`src/rtl/lst_addr_gen.sv`:
```
module lst_addr_gen #(
  parameter int N  = 8,
  parameter int AW = $clog2(N)
) (
  input  logic          clk,
  input  logic          rst,
  input  logic          load,
  input  logic          adv,
  output logic [AW-1:0] addr,
  output logic          last
);
  localparam logic [AW-1:0] FIRST = AW'(1);
  localparam logic [AW-1:0] FINAL = AW'(N - 1);

  always_ff @(posedge clk) begin
    if (rst)       addr <= FIRST;
    else if (load) addr <= FIRST;
    else if (adv)  addr <= addr + AW'(1);
  end

  assign last = (addr == FINAL);
endmodule

```
`config.mk`:
```
export PLATFORM = sky130hd
export DESIGN_NAME = lst_addr_gen
export DESIGN_NICKNAME = d
export VERILOG_FILES = /design/src/rtl/lst_addr_gen.sv
export SDC_FILE = /design/constraint.sdc
export NUM_CORES = 1
export LEC_CHECK = 0
export BUFFER_PORTS_ARGS = -buffer_cell sky130_fd_sc_hd__buf_2
export CORE_AREA = 2 2 39 41
export DETAILED_ROUTE_END_ITERATION = 7
export DIE_AREA = 0 0 41 43
export SYNTH_ARGS = -nofsm -noshare
export SYNTH_HDL_FRONTEND = slang
export SYNTH_SLANG_ARGS = --single-unit
export TNS_END_PERCENT = 50
```
`constraint.sdc`:
```
create_clock -name clk -period 1.2 [get_ports clk]
set_input_delay 0 -clock clk [delete_from_list [all_inputs] [get_ports clk]]
set_output_delay 0 -clock clk [all_outputs]
set_load 0.05 [all_outputs]
```
### After elaboration in Yosys (flattened, before gate mapping)

Index checks and enable logic that the tools add are counted.
Widths: inputs -> output; s select.

* register bits: 3
* input port bits: 4
* output and inout port bits: 4
* logic and storage cells: 4

* $add $sub $neg: 1
* equality and inequality tests: 1
* reduce and logical (&&, ||, !) cells: 1

Operator list (count)
* $add 3x1->3 const B: 1
* $eq 3x3->1 const B: 1
* $reduce_or 2->1: 1

### Depth between registers and ports, before layout

* depth after elaboration: 1
* depth in mapped cells: 4

### Worst setup path before layout

Ideal clock, no wire load.

* path kind: register -> register
* from: register addr[0]
* to: register addr[2]
* library setup time: 0.117 ns
* arrival: 1.259 ns
* setup slack: -0.176 ns
* cell stages (with the launch flop): 5
* buffers on the path: 0
* path through: dfxtp_1 > ha_1 > ha_1 > mux2i_1 > nor3_1

* cells in the longest elaborated chain, start to end: 1

RTL lines
* from (decl): RTL line 9 `output logic [AW-1:0] addr,`
* from (signal assigned): RTL line 18 `else if (adv) addr <= addr + AW'(1);`
* $add 3x1->3: RTL line 18

Every way passes these cells.
A chain may end at the register's enable or synchronous reset.

### Worst setup path after layout

* from: register addr[0]
* to: output last

* cells in the longest elaborated chain, start to end: 1

RTL lines
* $eq 3x3->1: RTL line 21 `assign last = (addr == FINAL);`
* to (decl): RTL line 10 `output logic last`

Every way passes these cells.

==> flow_metrics.py <==
metrics = {
    "status": {
        "status": "finished clean",
    },
    "detailed_routing": {
        "drtPass1Iterations": 2,
        "drc_errors": 0,
        "drt_wl_total_um": 281,
        "wire_per_inst_um": 7.03,
        "via_per_inst": 3.25,
        "vias": 130,
        "drt_iter0_drc": 1,
        "ant_nets": 0,
    },
    "timing": {
        "finalSetupViolCount": 0,
        "fmax_ghz": 0.900,
        "holdWs_ns": 0.125,
        "final_hold_viol_count": 0,
        "setup_slack_ns": 0.0890,
        "slew_violations": 0,
        "finalCriticalPeriod_ns": 1.11,
        "tns_ns": 0,
        "skew_ns": 0.000512,
        "slew_headroom_pct": 83.6,
        "worst_pin_slew_ns": 0.248,
        "period_share_pct": 92.6,
        "grt_setup_unrepaired": "false",
    },
    "place": {
        "numPortBuffers": 7,
        "gp_congestion": 0.566,
        "post-place-ws_ns": 0.125,
    },
    "clocking": {
        "numCtsBuffers": 3,
        "clk_latency_ns": 0.23,
        "clockBufferDepth": 2,
        "root_buffer": "clkbuf_4",
        "clock_sinks": 3,
        "cts-htree-levels": 1,
        "cts_tree": "built",
        "path_clk_slew_ns": 0.04,
        "cts_setup_buffers": 0,
    },
    "setup_path": {
        "crit_path_cell_trace": "ha_1, ha_1, buf_2",
        "cp_num_cells": 3,
        "critPathCapture": "last",
        "reg2reg_depth": 4,
        "critPathRequiredTime_ns": 1.20,
        "cpMostUsedCell": "ha_1",
        "worstSetupPathType": "flip-flop to output port",
        "worstSetupStartpoint": "addr[0]",
        "worstPathArrival_ns": 1.11,
        "setup.worst_path.end_class": "output port",
        "rr_endpoint": "addr[2]",
        "slowest_stage": "dfxtp_2",
        "critPathBufInv": 1,
        "path_max_fanout": 3,
        "crit_family": "adder cells",
        "rrSetupSlack_ns": 0.13,
        "slowest_delay_ns": 0.32,
        "cp-start-kind": "flip-flop",
        "r2r_start": "addr[0]",
    },
    "final_layout": {
        "drive_gt1_share_pct": 54.2,
        "layout_common_cells": "buf_2, dfxtp_2, clkbuf_4",
        "syn2layout_area_growth_pct": 80.8,
        "nets": 31,
        "largest_reg_flops": 3,
        "regMostFlops": "addr",
        "largestRegisters": "addr (3)",
        "diodes": 0,
        "final_common_cell": "buf_2",
        "final_util_pct": 17.0,
    },
    "logic_synthesis": {
        "yosysWarnings": 0,
        "synth_compound_area_share_pct": 0,
        "synth_area_per_cell_um2": 11.8,
        "synth_top_family_by_area": "adder cells",
        "muxShareOfSynthArea_pct": 15.4,
        "synthDistinctLibCells": 6,
        "yosysSeqAreaShare_pct": 46.2,
        "synth_xor_area_share_pct": 6.73,
        "synthCells": 11,
        "netlist_area_um2": 130,
        "synth_fp_nets": 17,
        "ys_ff_latch": 3,
        "synth-simple-area-share_pct": 12.5,
        "synthAdderAreaFrac_pct": 19.2,
    },
    "grt": {
        "grt_pass1_wl_um": 448,
        "overflow": 0,
        "grt_pass1_vias": 120,
        "antenna_found_initial": 0,
        "track_usage_pct": 4.82,
        "grt_max_degree": 4,
    },
    "floorplanning": {
        "ioPinCount": 8,
        "initial_utilization_pct": 9.40,
        "die_area_um2": 1760,
        "die_y_um": 43,
        "rows": 14,
        "core_area_um2": 1380,
        "die_w_um": 41,
    },
    "power_and_ir_drop": {
        "pwr_density_cell_nw_per_um2": 1400,
        "p_total_uw": 330,
        "ir_worst_vdd_mv": 0.165,
        "p_leak_uw": 0.000115,
    },
    "run": {
        "maxCapViolCount": 0,
    },
    "hold_path": {
        "hp-class": "input pin to flip-flop",
    },
}
layout make-up:
| cell class | count | area, µm² |
|---|---|---|
| clock buffers | 4 | 26.3 |
| fillers | 170 | 1150 |
| multi-input cells | 8 | 70.1 |
| flip-flops and latches | 3 | 63.8 |
| well taps | 16 | 20.0 |
| repair buffers | 9 | 55.1 |
cells in the mapped netlist:
cell,count,share of area (%)
xor2_1,1,6.7
or3_1,1,4.8
nor3_1,2,7.7
dfxtp_1,3,46
ha_1,2,19
mux2i_1,2,15
worst min-delay path, delay by kind of cell:
kind / cells / cell delay [ns]
buffers and inverters: 1 / 0.12
and+or+nand+nor: 1 / 0.11
muxes: 1 / 0.08
per-layer routing:
layer  vias to the layer above  GRT usage [%]  wire length, µm
met3                         2           3.14               48
met4                         0           10.0               19
li1                         65              -                -
met5                         -              0                0
met1                        53           4.82              120
met2                        10           3.75               93
per-stage QoR:
step	area, µm²	std cells
after floorplan	134	11
after global placement	189	34
after global routing	235	40
after detailed placement	189	34
final	235	40
after CTS	235	40
cells by family after synthesis:
group | after synthesis
fa+ha+maj | 2
simple gates | 3
flops | 3
xor+xnor | 1
mux | 2
repair_timing:
item / 4_1_cts / 5_1_grt
hold buffers: 2 / 0
hold endpoints to repair: 3 / 0
setup endpoints to repair: 0 / 0
resized for setup: 0 / 0
power breakdown:
part / switching [µW] / total, µW / internal [µW]
sequential: 3.13 / 108 / 105
combinational: 26.6 / 44.9 / 18.3
clock: 52.3 / 177 / 125
total: 82.0 / 330 / 248
worst min path at each step:
stage                     from  endpoint  slack [ns]  depth (start not counted)
final                      adv   addr[2]        0.12                          3
after global routing       adv   addr[2]        0.17                          3
after CTS                  adv   addr[2]        0.13                          3
after detailed placement   rst   addr[2]        0.19                          2
after global placement     rst   addr[2]        0.19                          2
after floorplan            rst   addr[1]        0.07                          1
Power figures use the tool's default switching activity.
